File: config.mk
export PLATFORM = sky130hd
export DESIGN_NAME = edo_seq_ctrl
export DESIGN_NICKNAME = d
export VERILOG_FILES = /design/src/rtl/edo_seq_pkg.sv /design/src/rtl/edo_phase_timer.sv /design/src/rtl/edo_addr_mux.sv /design/src/rtl/edo_rd_capture.sv /design/src/rtl/edo_seq_ctrl.sv
export SDC_FILE = /design/constraint.sdc
export NUM_CORES = 1
export LEC_CHECK = 0
export BUFFER_PORTS_ARGS = -buffer_cell sky130_fd_sc_hd__clkbuf_2
export CAP_MARGIN = 20
export CORE_MARGIN = 4
export CORE_UTILIZATION = 50
export DETAILED_ROUTE_END_ITERATION = 8
export PLACE_DENSITY = 0.88
export REMOVE_ABC_BUFFERS = 1
export SYNTH_ARGS = -nofsm -noshare
export SYNTH_HDL_FRONTEND = slang
export SYNTH_HIERARCHICAL = 1
export SYNTH_SLANG_ARGS = --single-unit
export TNS_END_PERCENT = 5
File: constraint.sdc
create_clock -name clk -period 2.7 [get_ports clk]
set_clock_uncertainty 0.2 [all_clocks]
set_input_delay 0.135 -clock clk [delete_from_list [all_inputs] [get_ports clk]]
set_output_delay 0.135 -clock clk [all_outputs]
set_load 0.01 [all_outputs]
File: src/rtl/edo_seq_pkg.sv
`timescale 1ns/1ps
package edo_seq_pkg;

   typedef enum logic [2:0] {
      ST_IDLE,
      ST_ROW,
      ST_RAS,
      ST_CAS,
      ST_PRE,
      ST_RCAS,
      ST_RRAS
   } seq_state_e;

   // whole clocks covering a nanosecond limit
   function automatic int unsigned ns2cyc(input int unsigned ns, input int unsigned per);
      return (ns + per - 1) / per;
   endfunction

   function automatic int unsigned umax(input int unsigned a, input int unsigned b);
      return (a > b) ? a : b;
   endfunction

endpackage

File: src/rtl/edo_phase_timer.sv
`timescale 1ns/1ps
module edo_phase_timer #(
   parameter int CNT_W = 4
) (
   input  logic             clk,
   input  logic             rst_n,
   input  logic             load,
   input  logic [CNT_W-1:0] load_val,
   output logic [CNT_W-1:0] cnt,
   output logic             done
);

   always_ff @(posedge clk or negedge rst_n) begin
      if (!rst_n) begin
         cnt <= '0;
      end else if (load) begin
         cnt <= load_val;
      end else if (cnt != '0) begin
         cnt <= cnt - 1'b1;
      end
   end

   assign done = (cnt == '0);

endmodule

File: src/rtl/edo_addr_mux.sv
`timescale 1ns/1ps
module edo_addr_mux #(
   parameter int ROW_W = 10
) (
   input  logic [ROW_W-1:0] row,
   input  logic [ROW_W-1:0] col,
   input  logic             use_row,
   output logic [ROW_W-1:0] addr
);

   generate
      for (genvar b = 0; b < ROW_W; b++) begin : g_bit
         assign addr[b] = use_row ? row[b] : col[b];
      end
   endgenerate

endmodule

File: src/rtl/edo_rd_capture.sv
`timescale 1ns/1ps
module edo_rd_capture #(
   parameter int DQ_W = 4
) (
   input  logic            clk,
   input  logic            rst_n,
   input  logic            capture,
   input  logic [DQ_W-1:0] dq_in,
   output logic            rsp_valid,
   output logic [DQ_W-1:0] rsp_rdata
);

   always_ff @(posedge clk or negedge rst_n) begin
      if (!rst_n) begin
         rsp_valid <= 1'b0;
         rsp_rdata <= '0;
      end else begin
         rsp_valid <= capture;
         if (capture) rsp_rdata <= dq_in;
      end
   end


   rsp_pulse_chk: assert property (@(posedge clk) disable iff (!rst_n)
      rsp_valid |=> !rsp_valid);

endmodule

File: src/rtl/edo_seq_ctrl.sv
`timescale 1ns/1ps
module edo_seq_ctrl
   import edo_seq_pkg::*;
#(
   parameter int unsigned CLK_NS       = 10,
   parameter int unsigned ROW_W        = 10,
   parameter int unsigned DQ_W         = 4,
   parameter int unsigned T_RP_NS      = 40,
   parameter int unsigned T_RC_NS      = 110,
   parameter int unsigned T_RAS_NS     = 60,
   parameter int unsigned T_RAS_MAX_NS = 10000,
   parameter int unsigned T_CAS_NS     = 10,
   parameter int unsigned T_RCD_NS     = 20,
   parameter int unsigned T_RCD_MAX_NS = 45,
   parameter int unsigned T_RAH_NS     = 10,
   parameter int unsigned T_CAC_NS     = 15,
   parameter int unsigned T_RAC_NS     = 60,
   parameter int unsigned T_CSR_NS     = 10
) (
   input  logic                 clk,
   input  logic                 rst_n,
   input  logic                 req_valid,
   output logic                 req_ready,
   input  logic                 req_write,
   input  logic [2*ROW_W-1:0]   req_addr,
   input  logic [DQ_W-1:0]      req_wdata,
   output logic                 rsp_valid,
   output logic [DQ_W-1:0]      rsp_rdata,
   input  logic                 ref_req,
   output logic                 ref_ack,
   output logic                 dram_ras_n,
   output logic                 dram_cas_n,
   output logic                 dram_we_n,
   output logic                 dram_oe_n,
   output logic [ROW_W-1:0]     dram_addr,
   output logic [DQ_W-1:0]      dram_dq_out,
   output logic                 dram_dq_oe,
   input  logic [DQ_W-1:0]      dram_dq_in
);

   localparam int unsigned AW       = 2 * ROW_W;
   localparam int unsigned RCD_CYC  = umax(ns2cyc(T_RCD_NS, CLK_NS), 1);
   localparam int unsigned RAH_CYC  = umax(ns2cyc(T_RAH_NS, CLK_NS), 1);
   localparam int unsigned RAS_NEED = umax(ns2cyc(T_RAS_NS, CLK_NS), ns2cyc(T_RAC_NS, CLK_NS));
   localparam int unsigned CAS_CYC  = umax(umax(ns2cyc(T_CAC_NS, CLK_NS), ns2cyc(T_CAS_NS, CLK_NS)),
                                           (RAS_NEED > RCD_CYC) ? RAS_NEED - RCD_CYC : 1);
   localparam int unsigned RC_CYC   = ns2cyc(T_RC_NS, CLK_NS);
   localparam int unsigned RP_CYC   = umax(umax(ns2cyc(T_RP_NS, CLK_NS), 1),
                                           (RC_CYC > RCD_CYC + CAS_CYC) ? RC_CYC - RCD_CYC - CAS_CYC : 1);
   localparam int unsigned CSR_CYC  = umax(ns2cyc(T_CSR_NS, CLK_NS), 1);
   localparam int unsigned RREF_CYC = umax(ns2cyc(T_RAS_NS, CLK_NS), 1);
   localparam int unsigned MAX_PH   = umax(umax(umax(RCD_CYC, CAS_CYC), umax(RP_CYC, CSR_CYC)), RREF_CYC);
   localparam int          CNT_W    = $clog2(MAX_PH + 1);
   localparam int unsigned ROW_LAST = RCD_CYC - RAH_CYC;
   localparam int unsigned RAS_MAX_CYC = T_RAS_MAX_NS / CLK_NS;
   localparam int          LO_W     = $clog2(RAS_MAX_CYC + 1) + 1;
   localparam int          HI_W     = $clog2(RP_CYC + 2) + 1;

   // elaboration-time limit checks
   generate
      if (ROW_W < 1 || DQ_W < 1) begin : g_bad_width
         $error("edo_seq_ctrl: widths must be positive");
      end
      if (RCD_CYC * CLK_NS > T_RCD_MAX_NS) begin : g_bad_rcd
         $error("edo_seq_ctrl: row-to-column delay exceeds its maximum");
      end
      if (RAH_CYC > RCD_CYC) begin : g_bad_rah
         $error("edo_seq_ctrl: row hold longer than row-to-column delay");
      end
      if ((RCD_CYC + CAS_CYC) * CLK_NS > T_RAS_MAX_NS || RREF_CYC * CLK_NS > T_RAS_MAX_NS) begin : g_bad_ras
         $error("edo_seq_ctrl: row strobe low time exceeds its maximum");
      end
   endgenerate

   seq_state_e       state_q, state_d;
   logic [CNT_W-1:0] t_cnt, t_val;
   logic             t_done, t_load;
   logic             wr_q;
   logic [AW-1:0]    addr_q;
   logic [DQ_W-1:0]  wdata_q;
   logic             take_ref, take_host;
   logic             row_sel, access_lo, capture;

   assign take_ref  = (state_q == ST_IDLE) && ref_req;
   assign take_host = (state_q == ST_IDLE) && !ref_req && req_valid;
   assign req_ready = (state_q == ST_IDLE) && !ref_req;
   assign ref_ack   = take_ref;

   always_comb begin
      state_d = state_q;
      unique case (state_q)
         ST_IDLE: begin
            if (take_ref)       state_d = ST_RCAS;
            else if (take_host) state_d = ST_ROW;
         end
         ST_ROW:  if (t_done) state_d = ST_RAS;
         ST_RAS:  if (t_done) state_d = ST_CAS;
         ST_CAS:  if (t_done) state_d = ST_PRE;
         ST_PRE:  if (t_done) state_d = ST_IDLE;
         ST_RCAS: if (t_done) state_d = ST_RRAS;
         ST_RRAS: if (t_done) state_d = ST_PRE;
         default: state_d = ST_IDLE;
      endcase
   end

   always_comb begin
      unique case (state_d)
         ST_RAS:  t_val = CNT_W'(RCD_CYC - 1);
         ST_CAS:  t_val = CNT_W'(CAS_CYC - 1);
         ST_PRE:  t_val = CNT_W'(RP_CYC - 1);
         ST_RCAS: t_val = CNT_W'(CSR_CYC - 1);
         ST_RRAS: t_val = CNT_W'(RREF_CYC - 1);
         default: t_val = '0;
      endcase
   end

   assign t_load = (state_d != state_q);

   edo_phase_timer #(.CNT_W(CNT_W)) i_timer (
      .clk      (clk),
      .rst_n    (rst_n),
      .load     (t_load),
      .load_val (t_val),
      .cnt      (t_cnt),
      .done     (t_done)
   );

   always_ff @(posedge clk or negedge rst_n) begin
      if (!rst_n) begin
         state_q <= ST_IDLE;
         wr_q    <= 1'b0;
         addr_q  <= '0;
         wdata_q <= '0;
      end else begin
         state_q <= state_d;
         if (take_host) begin
            wr_q    <= req_write;
            addr_q  <= req_addr;
            wdata_q <= req_wdata;
         end
      end
   end

   // strobe decode
   assign access_lo   = (state_q == ST_RAS) || (state_q == ST_CAS);
   assign dram_ras_n  = !(access_lo || (state_q == ST_RRAS));
   assign dram_cas_n  = !((state_q == ST_CAS) || (state_q == ST_RCAS) || (state_q == ST_RRAS));
   assign dram_we_n   = !(wr_q && access_lo);
   assign dram_oe_n   = !(!wr_q && (state_q == ST_CAS));
   assign dram_dq_oe  = wr_q && access_lo;
   assign dram_dq_out = wdata_q;

   assign row_sel = (state_q == ST_ROW) ||
                    ((state_q == ST_RAS) && ({1'b0, t_cnt} >= (CNT_W+1)'(ROW_LAST)));

   edo_addr_mux #(.ROW_W(ROW_W)) i_amux (
      .row     (addr_q[AW-1:ROW_W]),
      .col     (addr_q[ROW_W-1:0]),
      .use_row (row_sel),
      .addr    (dram_addr)
   );

   assign capture = (state_q == ST_CAS) && t_done && !wr_q;

   edo_rd_capture #(.DQ_W(DQ_W)) i_cap (
      .clk       (clk),
      .rst_n     (rst_n),
      .capture   (capture),
      .dq_in     (dram_dq_in),
      .rsp_valid (rsp_valid),
      .rsp_rdata (rsp_rdata)
   );

   // strobe-age counters for the timing checks below
   logic [LO_W-1:0] ras_lo_cnt;
   logic [HI_W-1:0] ras_hi_cnt;

   always_ff @(posedge clk or negedge rst_n) begin
      if (!rst_n) begin
         ras_lo_cnt <= '0;
         ras_hi_cnt <= HI_W'(RP_CYC);
      end else if (dram_ras_n) begin
         ras_lo_cnt <= '0;
         if (ras_hi_cnt != '1) ras_hi_cnt <= ras_hi_cnt + 1'b1;
      end else begin
         ras_hi_cnt <= '0;
         if (ras_lo_cnt != '1) ras_lo_cnt <= ras_lo_cnt + 1'b1;
      end
   end


   ras_max_chk: assert property (@(posedge clk) disable iff (!rst_n)
      !dram_ras_n |-> (ras_lo_cnt < LO_W'(RAS_MAX_CYC)));


   rcd_chk: assert property (@(posedge clk) disable iff (!rst_n)
      ($fell(dram_cas_n) && !dram_ras_n) |-> (ras_lo_cnt == LO_W'(RCD_CYC)));


   precharge_chk: assert property (@(posedge clk) disable iff (!rst_n)
      $fell(dram_ras_n) |-> (ras_hi_cnt >= HI_W'(RP_CYC)));


   early_we_chk: assert property (@(posedge clk) disable iff (!rst_n)
      ($fell(dram_cas_n) && !dram_we_n) |-> $past(!dram_we_n));


   we_oe_excl_chk: assert property (@(posedge clk) disable iff (!rst_n)
      !dram_we_n |-> dram_oe_n);


   bus_fight_chk: assert property (@(posedge clk) disable iff (!rst_n)
      dram_dq_oe |-> dram_oe_n);


   cbr_we_chk: assert property (@(posedge clk) disable iff (!rst_n)
      (!dram_cas_n && dram_ras_n) |-> (dram_we_n && !dram_dq_oe));


   ref_first_chk: assert property (@(posedge clk) disable iff (!rst_n)
      ref_req |-> !req_ready);

endmodule

Yosys cells after proc, flatten, opt, wreduce, memory -nomap -nowiden
Index checks and enable logic that the tools add are counted.
{"block": "totals", "elab_cells": 65, "output_inout_bits": 26, "ff_bits": 36, "in_bits": 33}
{"block": "classes", "n_lt_le_gt_ge": 1, "addsub": 1, "n_eq_ne": 11, "n_mux": 21, "n_reduce_logical": 24}
{"cell": "$mux 3", "count": 9}
{"cell": "$pmux 3 s6", "count": 1}
{"cell": "$eq 3x3->1 const B", "count": 5}
{"cell": "$eq 3x2->1 const B", "count": 4}
{"cell": "$pmux 3 s4", "count": 1}
{"cell": "$mux 1", "count": 10}
{"cell": "$logic_and 1x1->1", "count": 8}
{"cell": "$logic_not 1->1", "count": 6}
{"cell": "$logic_not 3->1", "count": 2}
{"cell": "$logic_or 1x1->1", "count": 5}
{"cell": "$eq 3x1->1 const B", "count": 1}
{"cell": "$ge 3x1->1 const B", "count": 1}
{"cell": "$ne 3x3->1", "count": 1}
{"cell": "$reduce_bool 3->1", "count": 1}
{"cell": "$sub 3x1->3 const B", "count": 1}
{"cell": "$reduce_bool 2->1", "count": 1}
{"cell": "$reduce_or 2->1", "count": 1}

Logic depth before layout (Yosys ltp)
Gate-level depths: netlist (run 1).
{"block": "depth", "ltp_word": 9, "ltp_mapped": 9, "mapped_depth_nobuf": 9}

Modules after synthesis
The synthesis (run 1) kept the hierarchy.
{"module": "edo_seq_ctrl", "area_per_inst_um2": 1333.8, "cells_per_inst": 98, "instances": 1, "seq_area_each_um2": 700.7}
{"module": "edo_phase_timer", "area_per_inst_um2": 201.4, "cells_per_inst": 21, "instances": 1, "seq_area_each_um2": 75.1}
{"module": "edo_rd_capture", "area_per_inst_um2": 170.2, "cells_per_inst": 9, "instances": 1, "seq_area_each_um2": 125.1}
{"module": "edo_addr_mux", "area_per_inst_um2": 161.4, "cells_per_inst": 11, "instances": 1, "seq_area_each_um2": 0.0}

Worst setup path before layout (run 1)
No wires, ideal clock.
{"block": "synth_path", "path_kind": "reg2reg", "start": "register i_timer.cnt[0]", "end": "register i_timer.cnt[1]", "arrival_time_ps": 1689, "n_path_buf": 0, "path_stages_with_launch": 10, "synth_period_minus_slack_ps": 1989, "setup_time_ps": 99, "slack_ps": 711, "t_required_ps": 2401, "path_cell_list": "dfrtp_1 -> inv_1 -> ha_1 -> nand2b_1 -> inv_1 -> maj3_1 -> o21ai_0 -> and2_1 -> nor2b_1 -> a311oi_1"}
{"block": "synth_via", "elab_chain_cells": 6, "word_cells_on_any_way": 18, "cone_classes": "add/sub (1); eq/ne (5); mux (9); reduce/logical (3)"}
{"item": "start, declared", "line": "edo_phase_timer.sv:9", "text": "output logic [CNT_W-1:0] cnt,"}
{"item": "start signal, assigned", "line": "edo_phase_timer.sv:17", "text": "cnt <= load_val;"}
{"item": "start signal, assigned", "line": "edo_phase_timer.sv:19", "text": "cnt <= cnt - 1'b1;"}
{"item": "$logic_not 3->1 *", "line": "edo_phase_timer.sv:23", "text": "assign done = (cnt == '0);"}
{"item": "net t_done", "line": "edo_seq_ctrl.sv:77", "text": "logic t_done, t_load;"}
{"item": "$mux 3 (on tied branches)"}
{"item": "$pmux 3 s6 *", "line": "edo_seq_ctrl.sv:91", "text": "unique case (state_q)"}
{"item": "net state_d[1]", "line": "edo_seq_ctrl.sv:75", "text": "seq_state_e state_q, state_d;"}
{"item": "$eq 3x3->1 / $eq 3x2->1 (equally long branches)", "line": "edo_seq_ctrl.sv:107", "text": "unique case (state_d)"}
{"item": "$pmux 3 s4 *", "line": "edo_seq_ctrl.sv:107"}
{"item": "net t_val[1]", "line": "edo_seq_ctrl.sv:76", "text": "logic [CNT_W-1:0] t_cnt, t_val;"}
{"item": "$mux 3 *", "line": "edo_phase_timer.sv:16", "text": "end else if (load) begin"}
Mark *: on every way through the listed nets, which the timed path passes. The rest lies on a longest branch. The select of a mux whose other input is x is not followed.
A chain may end at the register's enable or synchronous reset.

Worst setup path after layout (run 1)
{"block": "layout_path", "start": "register state_q[0]", "end": "output port dram_addr[7]"}
{"block": "layout_via", "elab_chain_cells": 4, "word_cells_on_any_way": 5, "cone_classes": "eq/ne (2); mux (1); reduce/logical (2)"}
{"item": "start, declared", "line": "edo_seq_ctrl.sv:75"}
{"item": "start signal, assigned", "line": "edo_seq_ctrl.sv:135", "text": "state_q <= state_d;"}
{"item": "$eq 3x2->1", "line": "edo_seq_ctrl.sv:154", "text": "((state_q == ST_RAS) && ({1'b0, t_cnt} >= (CNT_W+1)'(ROW_LAST)));"}
{"item": "$logic_and 1x1->1", "line": "edo_seq_ctrl.sv:154"}
{"item": "$logic_or 1x1->1 *", "line": "edo_seq_ctrl.sv:153", "text": "assign row_sel = (state_q == ST_ROW) ||"}
{"item": "net row_sel", "line": "edo_seq_ctrl.sv:82", "text": "logic row_sel, access_lo, capture;"}
{"item": "$mux 1 *", "line": "edo_addr_mux.sv:13", "text": "assign addr[b] = use_row ? row[b] : col[b];"}
{"item": "end, declared", "line": "edo_seq_ctrl.sv:35", "text": "output logic [ROW_W-1:0] dram_addr,"}
Mark *: on every way through the listed nets, which the timed path passes. The rest lies on a longest branch.

==> out/qor.csv, run 1 <==
stage,metric,value,unit
outcome,status,"finished, final reports clean",
setup_path,required,2370,ps
grt,antenna_found_initial,1,
place,place_hpwl,2650,um
timing,min_period,2380,ps
power,p_int,1.92,mW
place,gp_congestion,0.760,
route,routed_wl,4360,um
setup_path,crit_chain,inv_1 > o311ai_0 > a21oi_1 > buf_4 > mux2_4 > clkbuf_2,
timing,rsz0062_at_grt,false,
setup_path,crit_type,reg2out,
clocking,htreeDepth,2,
power,ir_worst_vdd,0.617,mV
clocking,cts_tree,built,
power,p_per_area,1130,mW/mm2
route,via_per_inst,5.08,
route,via_count,1418,
place,place_area,0.00218,mm2
floorplan,coreArea,0.00347,mm2
place,preCtsSetupSlack,483,ps
finish,nets,266,
timing,timing.hold.ws,117,ps
timing,setup_slack,318,ps
timing,worst_pin_slew,860,ps
clocking,clock-root-buffer,clkbuf_8,
timing,final-hold-violation-count,0,
setup_path,cp.arrival,2050,ps
route,drtPass1Iterations,4,
floorplan,start_util,0.538,
route,post-route-drc-count,0,
logic_synthesis,yosys_warnings,6,
power,power.share.combinational,0.491,
logic_synthesis,synth_area_per_cell,13.4,um2
power,p_leak,1.33,nW
floorplan,die_h,69.1,um
setup_path,cpPeakStageDelay,550,ps
logic_synthesis,synth-edff-count,0,
logic_synthesis,synthFlopType,dfrtp_1,
power,share_clk_of_total_power,0.157,
setup_path,crit_fanout,14,
logic_synthesis,synth_area,0.00187,mm2
grt,overflow,0,
logic_synthesis,synth-seq-area-share,0.483,
place,portBuffers,58,
timing,max-slew-margin-rel,0.427,
grt,grt_usage,0.194,
clocking,clockBufferDepth,2,
finish,design_area,0.00260,mm2
floorplan,dieArea,0.00478,mm2
job,cap_violations,0,
grt,grt_max_degree,37,
timing,max_freq,420,MHz
finish,final_util,0.750,
grt,first_global_vias,1549,
timing,finalSetupTns,0,ps
setup_path,worstSetupEndpointType,output pin,
power,switching_power,1.02,mW
setup_path,cp-start-kind,flop,
place,dp.cells,239,
clocking,path_clk_slew,70,ps
finish,syn_to_final_growth,39.4,%
finish,final_cells,279,
floorplan,ios,59,
power,seq_power_share,0.352,
setup_path,critPathSlowestCell,dfrtp_1,
power,switching_share,0.347,
timing,finalSetupViolations,0,
grt,grt_pass1_wl,7310,um
logic_synthesis,ys_ff_latch,36,
power,p_total,2.94,mW
logic_synthesis,syn_inst,139,
timing,period_share,0.882,
clocking,cts_buffers,5,
finish,drive_gt1_frac,0.466,
logic_synthesis,async_flop_share,1.00,
clocking,cts_resized,0,
logic_synthesis,synth.distinct_cells,35,
route,drt_iter0_markers,58,
hold_path,worstHoldPathType,in2reg,
clocking,worstSkewPairLatency,280,ps
floorplan,die_w,69.1,um
timing,drv_slew,0,
route,wl_per_cell,15.6,um
floorplan,std_cell_rows,21,
route,ant_nets,0,
clocking,clock_sinks,36,
==> kinds of logic after synthesis <==
family          after synthesis  synth area share
compound gates               15            0.0543
xor+xnor                      1           0.00469
fa+ha+maj                     3            0.0188
buf+inv                      16            0.0456
flops                        36             0.483
mux                          39             0.296
simple gates                 29            0.0985
==> synthesized netlist by cell type, types with 3 or more instances <==
master,instances,area (um2)
nand2_1,6,22.5
nor2b_1,4,25.0
inv_1,10,37.5
buf_6,3,33.8
mux2_4,30,450
o21ai_0,5,25.0
mux2_2,9,101
dfrtp_1,36,901
==> registers in the layout (all words and copies together), names as in the netlist <==
signal,count
addr_q,20
dram_dq_out,4
i_cap/rsp_rdata,4
i_cap/rsp_valid,1
i_timer/cnt,3
state_q,3
wr_q,1
==> power groups by stage <==
stage	sequential (mW)	clock (mW)	combinational, mW
2_1_floorplan	1.00	0	1.00
3_3_place_gp	1.02	0	1.37
3_5_place_dp	1.04	0	1.40
4_1_cts	1.03	0.469	1.45
5_1_grt	1.07	0.491	1.56
6_report	1.03	0.460	1.44
==> area by class of cell <==
type / instances / area, um2
Clock buffer: 6 / 72.6
Timing Repair Buffer: 91 / 616
Fill cell: 245 / 866
Multi-Input combinational cell: 87 / 881
Tap cell: 46 / 57.6
Clock inverter: 2 / 35.0
Antenna cell: 1 / 2.50
Sequential cell: 36 / 901
Inverter: 10 / 37.5
==> cells in the final DEF (no fill, tap or decap), types with 2 or more instances in the layout <==
master         netlist  routed
clkbuf_8             0       5
mux2_4              30      30
a21oi_1              2       2
nor2_1               2       2
nand3b_1             2       2
o211ai_1             2       2
mux2_2               9       9
nor2b_1              4       4
nand2b_1             2       2
o21ai_0              5       5
dfrtp_1             36      36
nand3_1              2       2
nor4b_1              2       2
dlygate4sd3_1        0      31
ha_1                 2       2
nand2_1              6       6
inv_1               10      10
clkbuf_2             0      58
buf_4                0       2
==> layer usage <==
layer  track usage  wire length, um
met1         0.201             1670
met2         0.367             2410
met3        0.0451              177
met4        0.0868               99
met5             0                0
==> what timing repair did <==
item	in CTS	in global routing
endpoints found under the hold margin	66	0
hold buffers	31	0
setup buffers	0	0
==> final timing paths <==
path                                       startpoint                         end  slack (ps)  cells past startpoint
max reg2reg                i_timer/cnt[0]$_DFFE_PN0P_  i_timer/cnt[1]$_DFFE_PN0P_         420                      9
max                              state_q[0]$_DFF_PN0_                dram_addr[7]         320                      6
min                                         req_valid        state_q[0]$_DFF_PN0_         120                      3
min reg2reg                    addr_q[18]$_DFFE_PN0P_      addr_q[18]$_DFFE_PN0P_         310                      1
max in group asynchronous                       rst_n        state_q[2]$_DFF_PN0_        1450                      2
min in group asynchronous                       rst_n      addr_q[11]$_DFFE_PN0P_         310                      2
==> worst max-delay path: cells and delay by family (launching register included) <==
| kind | cells | cell delay [ps] |
|---|---|---|
| mux | 1 | 330 |
| buf+inv | 3 | 560 |
| flops | 1 | 550 |
| compound gates | 2 | 330 |
No activity file was read; power rests on OpenSTA's default activity.
==> inputs of run 2 (changes only) <==
--- a/config.mk
+++ b/config.mk
@@ -7,6 +7,7 @@
 export LEC_CHECK = 0
 export BUFFER_PORTS_ARGS = -buffer_cell sky130_fd_sc_hd__clkbuf_2
 export CAP_MARGIN = 20
+export CORE_ASPECT_RATIO = 1.25
 export CORE_MARGIN = 4
 export CORE_UTILIZATION = 50
 export DETAILED_ROUTE_END_ITERATION = 8
==> run 2 against run 1 <==
Compared with the run above:
- the run now ends with hold timing left
- wire length decreased by 4.9%
- utilization shrank 1.9 points
- critical endpoint is now dram_addr[4]
- critical path depth stayed put
- total power shrank 1.6%
==> out/qor.csv, run 2 (synthesis gave the netlist of run 1 again) <==
stage,metric,value,unit,change
hold_path,holdPathEnd,state_q[2]$_DFF_PN0_,,
setup_path,worstRegToRegCells,9,,unchanged
setup_path,crit_type,reg2out,,
floorplan,die_h,76.3,um,+10%
grt,first_global_vias,1488,,-3.9%
timing,final-hold-violation-count,1,,+1
route,routed_wl,4140,um,-4.9%
clocking,worstSkewPairLatency,280,ps,about the same
setup_path,cp.arrival,2100,ps,+50 ps
hold_path,min-delay-start,ref_req,,
finish,syn_to_final_growth,38.7,%,
outcome,status,"complete, but fails checks",,
place,dp.cells,233,,-2.5%
timing,worst_pin_slew,898,ps,+39.0 ps
clocking,clock_sinks,36,,unchanged
place,place_hpwl,2800,um,+5.7%
finish,antenna_cells,0,,-1
setup_path,r2r_start,i_timer/cnt[0]$_DFFE_PN0P_,,
floorplan,std_cell_rows,24,,+14%
clocking,cts_buffers,5,,unchanged
route,drtPass1Iterations,4,,unchanged
route,drt_iter0_markers,78,,+34%
finish,largest_register,addr_q,,
floorplan,die_w,62.7,um,-9.3%
hold_path,worstHoldPathCells,3,,unchanged
clocking,cts_tree,built,,
grt,antenna_found_initial,0,,-1
finish,largest_reg_flops,20,,unchanged
power,ir_worst_vdd,0.613,mV,-0.73%
clocking,path_clk_slew,70,ps,about the same
setup_path,crit_chain,inv_1 > o311ai_0 > a21oi_1 > buf_4 > mux2_4 > clkbuf_2,,
clocking,post_cts_buffers,0,,unchanged
finish,final_util,0.731,,-0.0194
timing,finalSetupTns,0,ps,unchanged
setup_path,worstReg2RegEnd,i_timer/cnt[1]$_DFFE_PN0P_,,
finish,nets,266,,unchanged
timing,rsz0062_at_grt,false,,
timing,min_period,2440,ps,+52.8 ps
setup_path,critPathBufInv,3,,unchanged
power,p_leak,1.34,nW,+0.18%
timing,max-slew-margin-rel,0.401,,-0.0260
setup_path,critPathSlowestCell,dfrtp_1,,
clocking,clock-root-buffer,clkbuf_8,,
route,via_count,1422,,+0.28%
finish,layout_common_cells,"clkbuf_2 (58), dfrtp_1 (36), mux2_4 (30), dlygate4sd3_1 (30), inv_1 (10)",,
clocking,cts_resized,0,,unchanged
timing,period_share,0.902,,+0.0196
route,wl_per_cell,15.3,um,-1.7%
floorplan,dieArea,0.00478,mm2,+0.12%
floorplan,ios,59,,unchanged
grt,overflow,0,,unchanged
setup_path,worstSetupEndpointType,output pin,,
setup_path,r2r_slack,330,ps,-90 ps
timing,finalSetupViolations,0,,unchanged
setup_path,crit_fanout,14,,unchanged
job,cap_violations,0,,unchanged
finish,drive_gt1_frac,0.472,,+0.00634
timing,max_freq,411,MHz,-2.2%
clocking,clockBufferDepth,2,,unchanged
grt,grt_pass1_wl,7030,um,-3.8%
setup_path,cp-start-kind,flop,,
clocking,cts-hold-fix-buffers,30,,-3.2%
finish,final_cells,270,,-3.2%
setup_path,crit_family,buffers and inverters,,
timing,drv_slew,0,,unchanged
setup_path,worstSetupPathDepth,6,,unchanged
grt,grt_max_degree,37,,unchanged
route,post-route-drc-count,0,,unchanged
floorplan,coreArea,0.00354,mm2,+2.2%
route,via_per_inst,5.27,,+3.6%
grt,grt_usage,0.188,,-0.00616
setup_path,cpPeakStageDelay,540,ps,about the same
route,ant_nets,0,,unchanged
clocking,htreeDepth,2,,unchanged
setup_path,required,2370,ps,about the same
finish,final_common_cell,clkbuf_2,,
power,p_per_area,1120,mW/mm2,-1.1%
hold_path,worstHoldPathType,in2reg,,
timing,timing.hold.ws,-1.20,ps,-118 ps
place,portBuffers,58,,unchanged
place,gp_congestion,0.816,,+7.3%
outcome,violations,hold timing,,
floorplan,start_util,0.527,,-0.0114
## run 2: worst max path at each step
stage / from / end / slack (ps)
after floorplan: state_q[0]$_DFF_PN0_ / dram_addr[0] / 390
after global placement: i_timer/cnt[0]$_DFFE_PN0P_ / i_timer/cnt[1]$_DFFE_PN0P_ / 510
after detailed placement: i_timer/cnt[0]$_DFFE_PN0P_ / i_timer/cnt[1]$_DFFE_PN0P_ / 450
after CTS: state_q[0]$_DFF_PN0_ / dram_addr[4] / 270
after global routing: state_q[0]$_DFF_PN0_ / dram_addr[1] / 120
final: state_q[0]$_DFF_PN0_ / dram_addr[4] / 260
## run 2: final cells by class
cell class | instances | area (um2)
clock buffers | 7 | 96.3
fillers | 252 | 953
inverters | 10 | 37.5
multi-input cells | 87 | 881
flip-flops and latches | 36 | 901
well taps | 39 | 48.8
repair buffers | 91 | 626
## run 2: metal layers
| metal | up-vias | track usage | routed length [um] |
|---|---|---|---|
| met3 | 4 | 0.0295 | 139 |
| met2 | 34 | 0.327 | 2300 |
| met5 | - | 0 | 0 |
| li1 | 672 | - | - |
| met1 | 712 | 0.228 | 1640 |
| met4 | 0 | 0.0839 | 65 |
## run 2: stage by stage
stage	power [mW]	setup slack (ps)	instance area (um2)	hold WS [ps]
final	2.89	265	2590	-1.20
after global routing	3.11	121	2590	29.0
after CTS	2.92	268	2590	1.44
after detailed placement	2.46	450	2190	108
after global placement	2.41	511	2190	98.1
after floorplan	2.01	389	1820	-361
## run 2: power by group
group          leakage, nW  internal [mW]  total (mW)  switching [mW]
sequential           0.441          0.803        1.03           0.227
combinational        0.846          0.855        1.45           0.599
clock               0.0503          0.227       0.407           0.180
total                 1.34           1.89        2.89            1.01
## run 2: worst register-to-register path, stage by stage, from the launching register on
cell	delay, ps
dfrtp_1	390
inv_1	70
ha_1	230
nand2b_1	120
inv_1	120
maj3_1	380
o21ai_0	280
and2_1	190
nor2b_1	50
a311oi_1	250
